### src/rtl/rat_pkg.sv
package rat_pkg;
  localparam int RAT_TAG_W = 6;

  typedef struct packed {
    logic                 vld;
    logic [RAT_TAG_W-1:0] tag;
  } rat_entry_t;
endpackage

### src/rtl/rat_avail.sv
module rat_avail #(
  parameter int CAP_W = 8,
  parameter int CNT_W = 16
) (
  input  logic [CNT_W-1:0] used,
  input  logic [CAP_W-1:0] need,
  input  logic [CAP_W-1:0] cap,
  output logic             ok
);
  localparam int SUM_W = CNT_W + 1;
  logic [SUM_W-1:0] sum;

  always_comb begin
    sum = {1'b0, used} + SUM_W'(need);
    ok  = (cap == '0) || (sum <= SUM_W'(cap));
  end
endmodule

### src/rtl/rat_table.sv
module rat_table
  import rat_pkg::*;
#(
  parameter int NUM_REGS = 16,
  parameter int REG_W    = $clog2(NUM_REGS)
) (
  input  logic                 clk,
  input  logic                 rst_n,
  input  logic                 wr_en,
  input  logic [REG_W-1:0]     wr_idx,
  input  logic [RAT_TAG_W-1:0] wr_tag,
  input  logic                 clr_en,
  input  logic [REG_W-1:0]     clr_idx,
  input  logic [RAT_TAG_W-1:0] clr_tag,
  input  logic [REG_W-1:0]     rd_idx,
  output rat_entry_t           rd_entry
);
  rat_entry_t ent_q [NUM_REGS];

  for (genvar g = 0; g < NUM_REGS; g++) begin : g_ent
    rat_entry_t ent_d;
    logic       hit_wr;
    logic       hit_clr;

    always_comb begin
      hit_wr  = wr_en && (wr_idx == REG_W'(g));
      hit_clr = clr_en && (clr_idx == REG_W'(g)) && ent_q[g].vld &&
                (ent_q[g].tag == clr_tag);
      ent_d   = ent_q[g];
      if (hit_wr) begin
        ent_d.vld = 1'b1;
        ent_d.tag = wr_tag;
      end else if (hit_clr) begin
        ent_d = '0;
      end
    end

    always_ff @(posedge clk or negedge rst_n) begin
      if (!rst_n) ent_q[g] <= '0;
      else if (hit_wr || hit_clr) ent_q[g] <= ent_d;
    end
  end

  always_comb rd_entry = ent_q[rd_idx];
endmodule

### src/rtl/rat_counters.sv
module rat_counters #(
  parameter int CNT_W = 16
) (
  input  logic             clk,
  input  logic             rst_n,
  input  logic             inc,
  input  logic             dec_req,
  input  logic             fail,
  output logic [CNT_W-1:0] used,
  output logic [CNT_W-1:0] peak,
  output logic [CNT_W-1:0] total,
  output logic             err
);
  logic [CNT_W-1:0] used_d, peak_d, total_d;
  logic             dec;

  always_comb begin
    dec     = dec_req && (used != '0);
    used_d  = used + CNT_W'(inc) - CNT_W'(dec);
    peak_d  = (used_d > peak) ? used_d : peak;
    total_d = total + CNT_W'(inc);
  end

  always_ff @(posedge clk or negedge rst_n) begin
    if (!rst_n) begin
      used  <= '0;
      peak  <= '0;
      total <= '0;
      err   <= 1'b0;
    end else begin
      if (inc || dec) used <= used_d;
      if (inc) begin
        peak  <= peak_d;
        total <= total_d;
      end
      err <= fail;
    end
  end
endmodule

### src/rtl/rename_alias_table.sv
module rename_alias_table
  import rat_pkg::*;
#(
  parameter int NUM_REGS = 16,
  parameter int CAP_W    = 8,
  parameter int CNT_W    = 16,
  localparam int REG_W   = $clog2(NUM_REGS)
) (
  input  logic                 clk,
  input  logic                 rst_n,
  input  logic [CAP_W-1:0]     cfg_cap,
  input  logic                 alloc_valid,
  input  logic [REG_W-1:0]     alloc_reg,
  input  logic [RAT_TAG_W-1:0] alloc_tag,
  output logic                 alloc_err,
  input  logic [REG_W-1:0]     look_reg,
  output logic                 look_valid,
  output logic [RAT_TAG_W-1:0] look_tag,
  input  logic                 rel_valid,
  input  logic [REG_W-1:0]     rel_reg,
  input  logic [RAT_TAG_W-1:0] rel_tag,
  input  logic [CAP_W-1:0]     query_num,
  output logic                 query_ok,
  output logic [CNT_W-1:0]     used_cnt,
  output logic [CNT_W-1:0]     peak_cnt,
  output logic [CNT_W-1:0]     total_cnt
);
  logic       one_ok;
  logic       alloc_acc;
  logic       alloc_fail;
  rat_entry_t rd_entry;

  rat_avail #(.CAP_W(CAP_W), .CNT_W(CNT_W)) u_avail_one (
    .used(used_cnt), .need(CAP_W'(1)), .cap(cfg_cap), .ok(one_ok)
  );

  rat_avail #(.CAP_W(CAP_W), .CNT_W(CNT_W)) u_avail_query (
    .used(used_cnt), .need(query_num), .cap(cfg_cap), .ok(query_ok)
  );

  always_comb begin
    alloc_acc  = alloc_valid && one_ok;
    alloc_fail = alloc_valid && !one_ok;
  end

  rat_table #(.NUM_REGS(NUM_REGS), .REG_W(REG_W)) u_table (
    .clk(clk), .rst_n(rst_n),
    .wr_en(alloc_acc), .wr_idx(alloc_reg), .wr_tag(alloc_tag),
    .clr_en(rel_valid), .clr_idx(rel_reg), .clr_tag(rel_tag),
    .rd_idx(look_reg), .rd_entry(rd_entry)
  );

  rat_counters #(.CNT_W(CNT_W)) u_cnt (
    .clk(clk), .rst_n(rst_n),
    .inc(alloc_acc), .dec_req(rel_valid), .fail(alloc_fail),
    .used(used_cnt), .peak(peak_cnt), .total(total_cnt), .err(alloc_err)
  );

  always_comb begin
    look_valid = rd_entry.vld;
    look_tag   = rd_entry.tag;
  end
endmodule

### config.mk
export PLATFORM = sky130hd
export DESIGN_NAME = rename_alias_table
export DESIGN_NICKNAME = d
export VERILOG_FILES = /design/src/rtl/rat_pkg.sv /design/src/rtl/rat_avail.sv /design/src/rtl/rat_table.sv /design/src/rtl/rat_counters.sv /design/src/rtl/rename_alias_table.sv
export SDC_FILE = /design/constraint.sdc
export NUM_CORES = 1
export LEC_CHECK = 0
export ABC_AREA = 1
export BUFFER_PORTS_ARGS = -buffer_cell sky130_fd_sc_hd__buf_4
export CAP_MARGIN = 20
export CORE_ASPECT_RATIO = 1.4
export CORE_MARGIN = 5
export CORE_UTILIZATION = 55
export DETAILED_ROUTE_END_ITERATION = 10
export PLACE_DENSITY = 0.77
export SYNTH_ARGS = -nofsm -noshare
export SYNTH_HDL_FRONTEND = slang
export SYNTH_HIERARCHICAL = 1
export SYNTH_SLANG_ARGS = --single-unit
### constraint.sdc
create_clock -name clk -period 6 [get_ports clk]
set_input_delay 0.3 -clock clk [delete_from_list [all_inputs] [get_ports clk]]
set_output_delay 0.3 -clock clk [all_outputs]
set_load 0.05 [all_outputs]
# After elaboration in Yosys (flattened, before gate mapping)
# Index checks and enable logic that the tools add are counted.
# classes
add_sub_neg	5
order_cmp	4
muxes	35
reduce_logical	124
bitwise_logic	1
eq_ne	46
# ops
op	count
two-way mux 7 bit	34
== test 6 bit	16
logical AND 1 bit	67
== test 4 bit, second input constant	16
less-or-equal comparator 17 x 8 -> 1 bit	2
AND reduction 2 bit	17
adder 16 x 1 -> 16 bit	2
== test 4 x 3 -> 1 bit, second input constant	8
nonzero test 2 bit	16
binary-select mux 7 bit (select 4 bit)	1
logical OR 1 bit	19
adder 16 x 1 -> 17 bit, second input constant	1
adder 16 x 8 -> 17 bit	1
== test 4 x 2 -> 1 bit, second input constant	4
> comparator 16 bit	1
nonzero test 16 bit	1
subtractor 16 x 1 -> 16 bit	1
== test 4 x 1 -> 1 bit, second input constant	2
zero test 4 bit	2
zero test 8 bit	1
>= comparator 5 bit, second input constant	1
NOT 4 -> 5 bit	1
zero test 1 bit	1
# word_totals
elab_cells	251
out_inout_bits	57
inputBits	44
reg_bits	161

# Logic depth before layout (Yosys ltp)
# depth
ltp_word	8
ltp_mapped	46
mapped_depth_nobuf	45

# Cells and area by module
# The synthesis kept the hierarchy.
# by_module_without_submodules
module	seq_area_each_um2	n_inst	cells_per_inst	area_each_um2
rat_table	2802.7	1	1200	7588.5
rat_counters	1226.2	1	496	3553.4
rat_avail at u_avail_one	0.0	1	196	1031.0
rat_avail at u_avail_query	0.0	1	197	1016.0
rename_alias_table	0.0	1	6	25.0

# Worst setup path before layout
# Ideal clock, no wire load.
# synth_timing
kind	reg-to-reg
start	register u_cnt.used[0]
end	register u_cnt.peak[13]
t_required_ns	5.882
arrival_ns	5.769
setup_time_ns	0.118
n_path_buf	1
path_stages_with_launch	46
path_slack_ns	0.113
synth_period_minus_slack_ns	5.887
path_cell_list	dfrtp_1 -> ha_1 -> inv_1 -> fa_1 -> inv_1 -> nand3_1 -> nand3_2 -> xor2_1 -> ha_1 -> nand2_1 -> nor2_1 -> nand2_1 -> nand3_1 -> nand2_1 -> nand2_1 -> nand2_1 -> nand2_1 -> nand2_1 -> [... 10 more ...] -> nand2_1 -> nand2_1 -> and2_1 -> nand2_1 -> nand3_1 -> nand2_1 -> nand2_1 -> ha_1 -> nand2_1 -> nor2_1 -> nand2_1 -> inv_1 -> nand2_1 -> nand2_2 -> nand2_4 -> buf_6 -> nand2_1 -> nand2_1
# synth_via
elab_chain_cells	8
word_cells_on_any_way	10
classes_between	3 x add/sub; 2 x order compare; 5 x reduce/logical
# synth_lines
item	line	source
from (decl)	rat_counters.sv:9	output logic [CNT_W-1:0] used,
from (signal assigned)	rat_counters.sv:31	if (inc || dec) used <= used_d;
adder 16 x 1 -> 17 bit	rat_avail.sv:14	sum = {1'b0, used} + SUM_W'(need);
less-or-equal comparator 17 x 8 -> 1 bit	rat_avail.sv:15	ok = (cap == '0) || (sum <= SUM_W'(cap));
logical OR 1 bit	rat_avail.sv:15	
via one_ok	rename_alias_table.sv:28	logic one_ok;
logical AND 1 bit	rename_alias_table.sv:42	alloc_acc = alloc_valid && one_ok;
via alloc_acc	rename_alias_table.sv:29	logic alloc_acc;
adder 16 x 1 -> 16 bit	rat_counters.sv:19	used_d = used + CNT_W'(inc) - CNT_W'(dec);
subtractor 16 x 1 -> 16 bit	rat_counters.sv:19	
via u_cnt.used_d[12]	rat_counters.sv:14	logic [CNT_W-1:0] used_d, peak_d, total_d;
> comparator 16 bit	rat_counters.sv:20	peak_d = (used_d > peak) ? used_d : peak;
AND reduction 2 bit (no source line)	--	
to (signal assigned)	rat_counters.sv:33	peak <= peak_d;
to (decl)	rat_counters.sv:10	output logic [CNT_W-1:0] peak,
# The timed path passes the listed nets, and every way through them passes these cells.
# A chain may end at the register's enable or synchronous reset.

# Final worst setup path
# layout_timing
start	register u_cnt.used[0]
end	register u_cnt.peak[1]
# The elaborated chain is that of the path after synthesis.

==> impl_metrics.yaml <==
min_path:
  hold_path_class: "input port to async pin"
detailed_routing:
  wirelength_um: 40600
  remaining_drc_errors: 0
  vias: 13500
  dr.pass1.iters: 5
  avgViaCountPerCell: 5.38
  ant_nets: 0
  first_iter_violations: 1177
  post_drt_wl_per_cell_um: 16.3
die:
  dieArea_mm2: 0.0273
  rows: 67
  die_x_um: 141
  initial_core_util_pct: 55.5
  design.portCount: 101
  coreArea_mm2: 0.0238
  die_height_um: 193
clock_network:
  cts_tree: "done"
  cts_made_buffers: 17
  cts.sinks: 161
  cts_root_buf: "clkbuf_16"
  clk_path_buf_depth: 2
  path_clk_slew_ns: 0.07
  clock_latency_ns: 0.44
  cts_max_level: 4
  cts-hold-fix-buffers: 0
grt:
  grt_antenna_before_repair: 0
  grt_pass1_wl_um: 65400
  grt_use_met3_pct: 4.91
  globalRoute.totalOverflow: 0
  first_global_vias: 13100
  grt_max_degree: 113
  busiest_layer: "met2"
  grt_usage_pct: 29.8
  grt_use_met1_pct: 34.1
  grt_use_met2_pct: 52.2
cells_and_area:
  finalNetCount: 2297
  fin_util_pct: 62.2
  area_growth_pct: 12.1
  drive_above_1_share_pct: 11.2
  n_antenna_cell: 0
sta:
  slew_viol_final: 0
  relSlewSlack_pct: 29.9
  finalCritPeriodShare_pct: 92.0
  worst_hold_slack_ns: -0.0725
  rsz0062_at_grt: "false"
  period_minus_slack_ns: 5.52
  skew_ns: 0.0108
  setup_viol: 0
  tightest_slew_ns: 1.05
  setup_tns_ns: 0
  clock.fmax_mhz: 181
  final_hold_viol_count: 17
power_and_ir_drop:
  p_leak_nw: 8.30
  powerDensity_mw_per_mm2: 467
  irDropWorstVdd_mv: 0.552
place:
  portBuffers: 100
  place_congestion: 0.978
  dpl.hpwl_um: 29500
worst_setup_path:
  max_stage_delay_ns: 0.39
  crit_arrival_ns: 5.90
  crit_type: "register to register"
  cpMaxStageDelayCell: "dfrtp_1"
  crit_path_max_fanout: 11
  critPathRequiredTime_ns: 6.38
  cp_common_cell: "nand2_1"
  crit_path_start_kind: "register"
  end_kind: "register"
synth:
  async_reset_ff_share_pct: 100
  synth_cell_types: 39
  yosysWarnings: 6
  synth_cells: 2095
  synth_ff_type: "dfrtp_1"
  synth-seq-cells: 161
  syn_area_mm2: 0.0132
  ys_seq_area_share_pct: 30.5
  synth_edf_count: 0
  avgSynthCellArea_um2: 6.31
outcome:
  outcome: "complete, but fails checks"
  violations: "hold timing"
run:
  maxCapViolations: 0
[what timing repair did]
action,4_1_cts,5_1_grt
buffers inserted,0,3
setup endpoints to repair,0,16
resized for setup,0,22
[where the power goes]
group	internal, mW	total (mW)	switching (mW)
Combinational	1.48	4.25	2.77
Sequential	1.28	1.56	0.279
Clock	0.594	1.10	0.508
[cell usage in the layout, fill, tap and decap left out, types with 4 or more instances in the layout]
cell and n:
inv_6 4, o21bai_1 4, nand2_2 29, buf_4 107, nor2_2 29, inv_1 298, a21oi_1 37, dfrtp_1 161
nor2_1 112, o21ai_0 35, o211ai_1 33, nand4_1 17, conb_1 9, ha_1 72, inv_2 20, inv_8 4
nand3_1 218, xnor2_1 23, nor4_1 4, clkbuf_16 17, nand2_1 874, nand3_2 11, xor2_1 25
[sequential cells by signal, summed over array words and instances, names as in the netlist]
signal         flops
u_table/ent_q    112
u_cnt/peak        16
u_cnt/total       16
u_cnt/used        16
u_cnt/err          1
[cell usage after synthesis (all sizes together) (3+ instances only)]
master | n | share of area, %
fa | 3 | 0.45
a21oi | 39 | 1.5
dfrtp | 161 | 30
o21ai | 39 | 1.5
nand2 | 905 | 26
nor4 | 4 | 0.19
o21bai | 4 | 0.23
clkbuf | 22 | 0.62
nor3 | 3 | 0.15
nand3 | 229 | 9.1
ha | 74 | 7.0
o211ai | 33 | 1.9
nand4 | 17 | 0.80
buf | 33 | 2.0
xor2 | 26 | 1.7
xnor2 | 23 | 1.5
nor2 | 143 | 4.6
inv | 320 | 9.1
a21o | 3 | 0.17
nand3b | 3 | 0.17
[area by class of cell]
type                    count  area (um^2)
repair buffers            109          835
well taps                 310          388
clock buffers              17          425
inverters                 321         1210
fillers                  2290         9000
flip-flops and latches    161         4030
clock inverters            15          171
multi-input cells        1566         7750
[per-layer routing]
| metal | up-vias | share of wire (%) |
|---|---|---|
| li1 | 6629 | - |
| met1 | 6110 | 38 |
| met2 | 545 | 50 |
| met3 | 168 | 6.3 |
| met4 | 0 | 6.0 |
| met5 | - | 0 |
[kinds of logic after synthesis]
| group | after synthesis | share of synthesized area (%) |
|---|---|---|
| buf+inv | 376 | 11.8 |
| other cells | 2 | 0.0568 |
| xor+xnor | 49 | 3.25 |
| simple gates | 1308 | 41.5 |
| fa+ha+maj | 77 | 7.46 |
| flops | 161 | 30.5 |
| compound gates | 122 | 5.48 |
[worst max-delay path, delay by kind of cell (launching register included)]
kind	cells	cell delay, ns
xor gates and xnor gates	2	0.33
DFF	1	0.39
and+or+nand+nor	25	2.03
AOI/OAI and AO/OA	1	0.27
adders and majority gates	7	1.99
buffers and inverters	5	0.43
[path summary, 6_finish.rpt]
| kind | start | to | slack (ns) | cells past startpoint |
|---|---|---|---|---|
| hold reg to reg | u_cnt/total[15]$_DFFE_PN0P_ | u_cnt/total[15]$_DFFE_PN0P_ | 0.47 | 1 |
| hold / removal | rst_n | u_table/ent_q[16]$_DFFE_PN0P_ | -0.07 | 1 |
| max in group asynchronous | rst_n | u_cnt/used[11]$_DFFE_PN0P_ | 4.77 | 2 |
| setup / recovery | u_cnt/used[0]$_DFFE_PN0P_ | u_cnt/peak[1]$_DFFE_PN0P_ | 0.48 | 40 |
| setup reg to reg | u_cnt/used[0]$_DFFE_PN0P_ | u_cnt/peak[1]$_DFFE_PN0P_ | 0.48 | 40 |
| min in group clk | alloc_valid | u_cnt/err$_DFF_PN0_ | 0.11 | 3 |
[through the flow]
stage          total power [mW]  std cells  instance area (um^2)  setup WS [ns]
3_3_place_gp               5.37       2463                 14100          0.369
3_5_place_dp               5.48       2463                 14100          0.143
6_report                   6.92       2499                 14800          0.478
2_1_floorplan              4.39       2102                 13200          0.113
4_1_cts                    6.62       2495                 14700          0.131
5_1_grt                    7.50       2499                 14800         0.0232
Note: power is estimated with default switching activity, not from simulation.
